<file path="config.mk">
export PLATFORM = sky130hd
export DESIGN_NAME = mbus_word_tx
export DESIGN_NICKNAME = d
export VERILOG_FILES = /design/src/rtl/mbus_word_tx.sv
export SDC_FILE = /design/constraint.sdc
export NUM_CORES = 1
export LEC_CHECK = 0
export BUFFER_PORTS_ARGS = -buffer_cell sky130_fd_sc_hd__buf_2
export CORE_ASPECT_RATIO = 0.7
export CORE_UTILIZATION = 35
export DETAILED_ROUTE_END_ITERATION = 12
export GPL_TIMING_DRIVEN = 0
export PLACE_DENSITY = 0.51
export SLEW_MARGIN = 20
export SYNTH_ARGS = -nofsm -noshare
export SYNTH_HDL_FRONTEND = slang
export SYNTH_SLANG_ARGS = --single-unit
</file>
<file path="constraint.sdc">
create_clock -name clk -period 2 [get_ports clk]
set_input_delay 0.3 -clock clk [delete_from_list [all_inputs] [get_ports clk]]
set_output_delay 0.3 -clock clk [all_outputs]
set_load 0.01 [all_outputs]
</file>
<file path="src/rtl/mbus_word_tx.sv">
module mbus_word_tx #(
  parameter int HALF_CYC = 16,
  parameter int W = 16
) (
  input  logic         clk,
  input  logic         rst_n,
  input  logic         load,
  input  logic [W-1:0] word_in,
  input  logic         is_data,
  output logic         busy,
  output logic         done,
  output logic         tx_en,
  output logic         line_p,
  output logic         line_n
);

  localparam int NHALF = 6 + 2 * (W + 1);
  localparam int HW = $clog2(NHALF);
  localparam int CW = (HALF_CYC > 1) ? $clog2(HALF_CYC) : 1;

  logic          active, typ;
  logic [HW-1:0] hidx;
  logic [CW-1:0] cnt;
  logic [W:0]    sr;
  logic          level;

  wire half_end = (cnt == CW'(HALF_CYC - 1));
  wire last     = active && half_end && (hidx == HW'(NHALF - 1));
  wire take     = load && (!active || last);

  always_ff @(posedge clk) begin
    if (!rst_n) begin
      active <= 1'b0;
      typ    <= 1'b0;
      hidx   <= '0;
      cnt    <= '0;
      sr     <= '0;
    end else if (take) begin
      active <= 1'b1;
      typ    <= is_data;
      hidx   <= '0;
      cnt    <= '0;
      sr     <= {word_in, ~^word_in};
    end else if (last) begin
      active <= 1'b0;
      hidx   <= '0;
      cnt    <= '0;
    end else if (active) begin
      if (half_end) begin
        cnt  <= '0;
        hidx <= hidx + HW'(1);
        if (hidx >= HW'(7) && hidx[0])
          sr <= {sr[W-1:0], 1'b0};
      end else begin
        cnt <= cnt + CW'(1);
      end
    end
  end

  always_comb begin
    if (hidx < HW'(3))      level = ~typ;
    else if (hidx < HW'(6)) level = typ;
    else                    level = sr[W] ^ hidx[0];
  end

  assign busy   = active;
  assign done   = last;
  assign tx_en  = active;
  assign line_p = active & level;
  assign line_n = active & ~level;


  half_stable_chk: assert property (@(posedge clk) disable iff (!rst_n)
    (active && !half_end && !last) |=> $stable(line_p));


  sync_flip_chk: assert property (@(posedge clk) disable iff (!rst_n)
    (active && hidx == HW'(3) && cnt == '0) |-> (line_p != $past(line_p)));


  midbit_flip_chk: assert property (@(posedge clk) disable iff (!rst_n)
    (active && hidx >= HW'(7) && hidx[0] && cnt == '0) |-> (line_p != $past(line_p)));


  done_pulse_chk: assert property (@(posedge clk) disable iff (!rst_n)
    done |=> !done);


  chain_chk: assert property (@(posedge clk) disable iff (!rst_n)
    (done && load) |=> (tx_en && hidx == '0 && cnt == '0));


  idle_after_chk: assert property (@(posedge clk) disable iff (!rst_n)
    (done && !load) |=> (!tx_en && !line_p && !line_n));


  idle_lines_chk: assert property (@(posedge clk) disable iff (!rst_n)
    !tx_en |-> (!line_p && !line_n));


  type_hold_chk: assert property (@(posedge clk) disable iff (!rst_n)
    (active && !done) |=> $stable(typ));

endmodule

</file>
==> flow_summary.toml <==
[status]
status = "completed"

[global_route]
grt_pass1_vias = 1216
overflow = 0
antenna_found_initial = 0
grt_start_max_net_pins = 11
track_usage_pct = 17.0
grt_pass1_wl_um = 5750

[sta]
setup_viol_count_final = 0
min_period_ns = 1.96
fmax_ghz = 0.510
fin_setup_tns_ns = 0
layout_worst_path_cycle_share_pct = 98.0
fin_skew_ns = 0.00624
relSlewSlack_pct = 66.3
rsz0062_at_grt = "true"
hold_violations = 0
tightest_slew_ns = 0.504
finalMaxSlewViolations = 0

[power_and_ir_drop]
cellLeakagePower_nw = 0.754
powerDensity_mw_per_mm2 = 677
p_int_w = 0.000992
switching_share_pct = 25.2
max-vdd-ir-drop_uv = 375
power_frac_comb_pct = 17.3
p_seq_share_pct = 46.7
power.share.clock_pct = 36.0
p_sw_w = 0.000335

[floorplanning]
die_w_um = 81.9
core_area_mm2 = 0.00409
start_util_pct = 38.2
ios = 25
dieArea_mm2 = 0.00474
dieHeight_um = 57.9
row_count = 19

[yosys]
ys.flop_type = "dfxtp_1"
seq_area_frac_synth_pct = 37.1
synth_top_area_share_pct = 37.1
synth_edf_count = 0
avgSynthCellArea_um2 = 9.37
synth-async-reset-ratio_pct = 0
yosys_warnings = 0
yosysTopAreaCell = "dfxtp_1"
synthCells = 167
mappedNetlistArea_mm2 = 0.00156
syn_nets = 189
synth.area.top_cells = "dfxtp_1 37%, xnor2_1 9.5%, a22oi_1 7.7%, nand2_1 6.2%, a21boi_1 4.8%"
synth_cell_types = 39
ys_ff_latch = 29

[setup_path]
cp-start-kind = "flip-flop"
crit_type = "flip-flop to output port"
cp_slowest_cell = "dfxtp_4"
cp-end-kind = "output port"
cp_top_family = "flip-flops"
critPathMaxFanout = 6
crit_buf_inv = 1
path_cells = "ha_4 -> xnor2_2 -> nor2_1 -> mux2_4 -> a21oi_4 -> and2_4 -> buf_6"
cp_slowest_stage_delay_ns = 0.36
critical_path_arrival_ns = 1.66
cp.required_ns = 1.70

[routing]
drtPass1Iterations = 4
drt_iter0_markers = 90
routed_wl_um = 3570
post_drt_wl_per_cell_um = 13.9
wl_met3_um = 172
drt-met1-wl_um = 1820
viasPerCell = 5.14
topRoutingLayerUsed = "met4"
via_count = 1315
ant_nets = 0
dr_wl_met2_um = 1480
drc = 0

[layout]
fillCellCount = 414
antenna-diode-count = 0
utilization_pct = 47.9
drive_gt1_share_pct = 32.4
design_area_mm2 = 0.00196
layout.area.seq_um2 = 593
synthToLayoutAreaGrowth_pct = 25.4
multiInputGateArea_um2 = 957
nNetsFinal = 226

[min_path]
hp-class = "primary input to flip-flop"

[clock_tree]
cts.sinks = 29
clock_tree.buffer_depth = 2
cts_tree = "yes"
cts-buffers-inserted = 5
clock_tree.root_cell = "clkbuf_8"
cts_hold_buf = 0
clock_latency_ns = 0.28
clk_pin_slew_worst_paths_ns = 0.06
htreeDepth = 2

[place]
portBuffers = 24
postPlaceCellArea_mm2 = 0.00175
dp_hpwl_um = 2570
place_congestion = 0.831

[run]
cap_violations = 0
## worst register-to-register path, cell delays in order, from the launching register on
cell     delay [ns]
dfxtp_2        0.37
or3b_4         0.42
o41ai_4        0.43
buf_6          0.21
buf_6          0.16
nand2_1        0.07
o32ai_2        0.14
## layout make-up
type	count	share of cell area (%)
Sequential cell	29	30.2
Timing Repair Buffer	30	8.74
Inverter	3	0.574
Clock buffer	7	4.40
Multi-Input combinational cell	126	48.8
Buffer	9	3.89
Tap cell	52	3.32
## worst paths after layout
kind | slack (ns) | end | startpoint | depth (start not counted)
max | 0.04 | line_p | hidx[0] | 7
min | 0.29 | typ | is_data | 3
max reg2reg | 0.11 | sr[0] | hidx[5] | 6
min reg2reg | 0.45 | sr[11] | sr[11] | 2
## what timing repair did
item,in CTS,in global routing
setup buffers,0,6
pin swaps,1,4
hold endpoints to repair,0,0
resized for setup,14,7
setup endpoints to repair,9,12
## cell usage after synthesis (3+ instances only)
library cell	n
a21boi_0	6
a21boi_1	10
a21oi_1	5
a22oi_1	16
buf_6	3
dfxtp_1	29
inv_1	3
nand2_1	26
nor2_1	11
nor2b_1	3
xnor2_1	17
xor2_1	5
## cell families (layout without fill, tap and decap cells)
kind of cell | Yosys count | after routing | share of synthesized area [%]
xor gates and xnor gates | 22 | 22 | 12.3
adders and majority gates | 2 | 2 | 1.60
DFF | 29 | 29 | 37.1
buffers and inverters | 12 | 49 | 5.60
AOI/OAI and AO/OA | 46 | 46 | 24.6
and+or+nand+nor | 53 | 53 | 16.8
muxes | 3 | 3 | 2.00
## power by group through the flow
stage	combinational [W]	sequential, W	clock [W]
after CTS	0.000225	0.000619	0.000496
after detailed placement	0.000222	0.000634	0
final	0.000229	0.000620	0.000478
after global placement	0.000214	0.000633	0
after floorplan	0.000160	0.000631	0
after global routing	0.000250	0.000623	0.000535
## cell usage in the layout, fill, tap and decap left out, drive strengths merged, types with 2 or more instances in the layout
cell / Yosys / routed
a21boi: 16 / 16
a21oi: 6 / 6
a22oi: 16 / 16
and2: 2 / 2
buf: 7 / 37
clkbuf: 2 / 9
dfxtp: 29 / 29
ha: 2 / 2
inv: 3 / 3
mux2i: 2 / 2
nand2: 26 / 26
nand4: 3 / 3
nor2: 11 / 11
nor2b: 3 / 3
nor3: 2 / 2
xnor2: 17 / 17
xor2: 5 / 5
## layer usage
| metal | GRT usage (%) | up-vias |
|---|---|---|
| met5 | 0 | - |
| met3 | 6.93 | 12 |
| li1 | - | 661 |
| met2 | 22.9 | 27 |
| met4 | 7.77 | 0 |
| met1 | 23.3 | 615 |
## sequential cells by signal, summed over array words and instances, names as in the netlist
register	flops
busy	1
hidx	6
sr	17
cnt	4
typ	1
## metrics by stage
stage	instances	hold WS (ns)	power (W)	setup slack [ns]
2_1_floorplan	167	0.424	0.000791	0.209
3_3_place_gp	243	0.442	0.000847	0.0556
3_5_place_dp	243	0.445	0.000856	-0.0183
4_1_cts	250	0.283	0.00134	-0.0141
5_1_grt	256	0.284	0.00141	-0.0216
6_report	256	0.286	0.00133	0.0398
(Power assumes the default switching activity.)
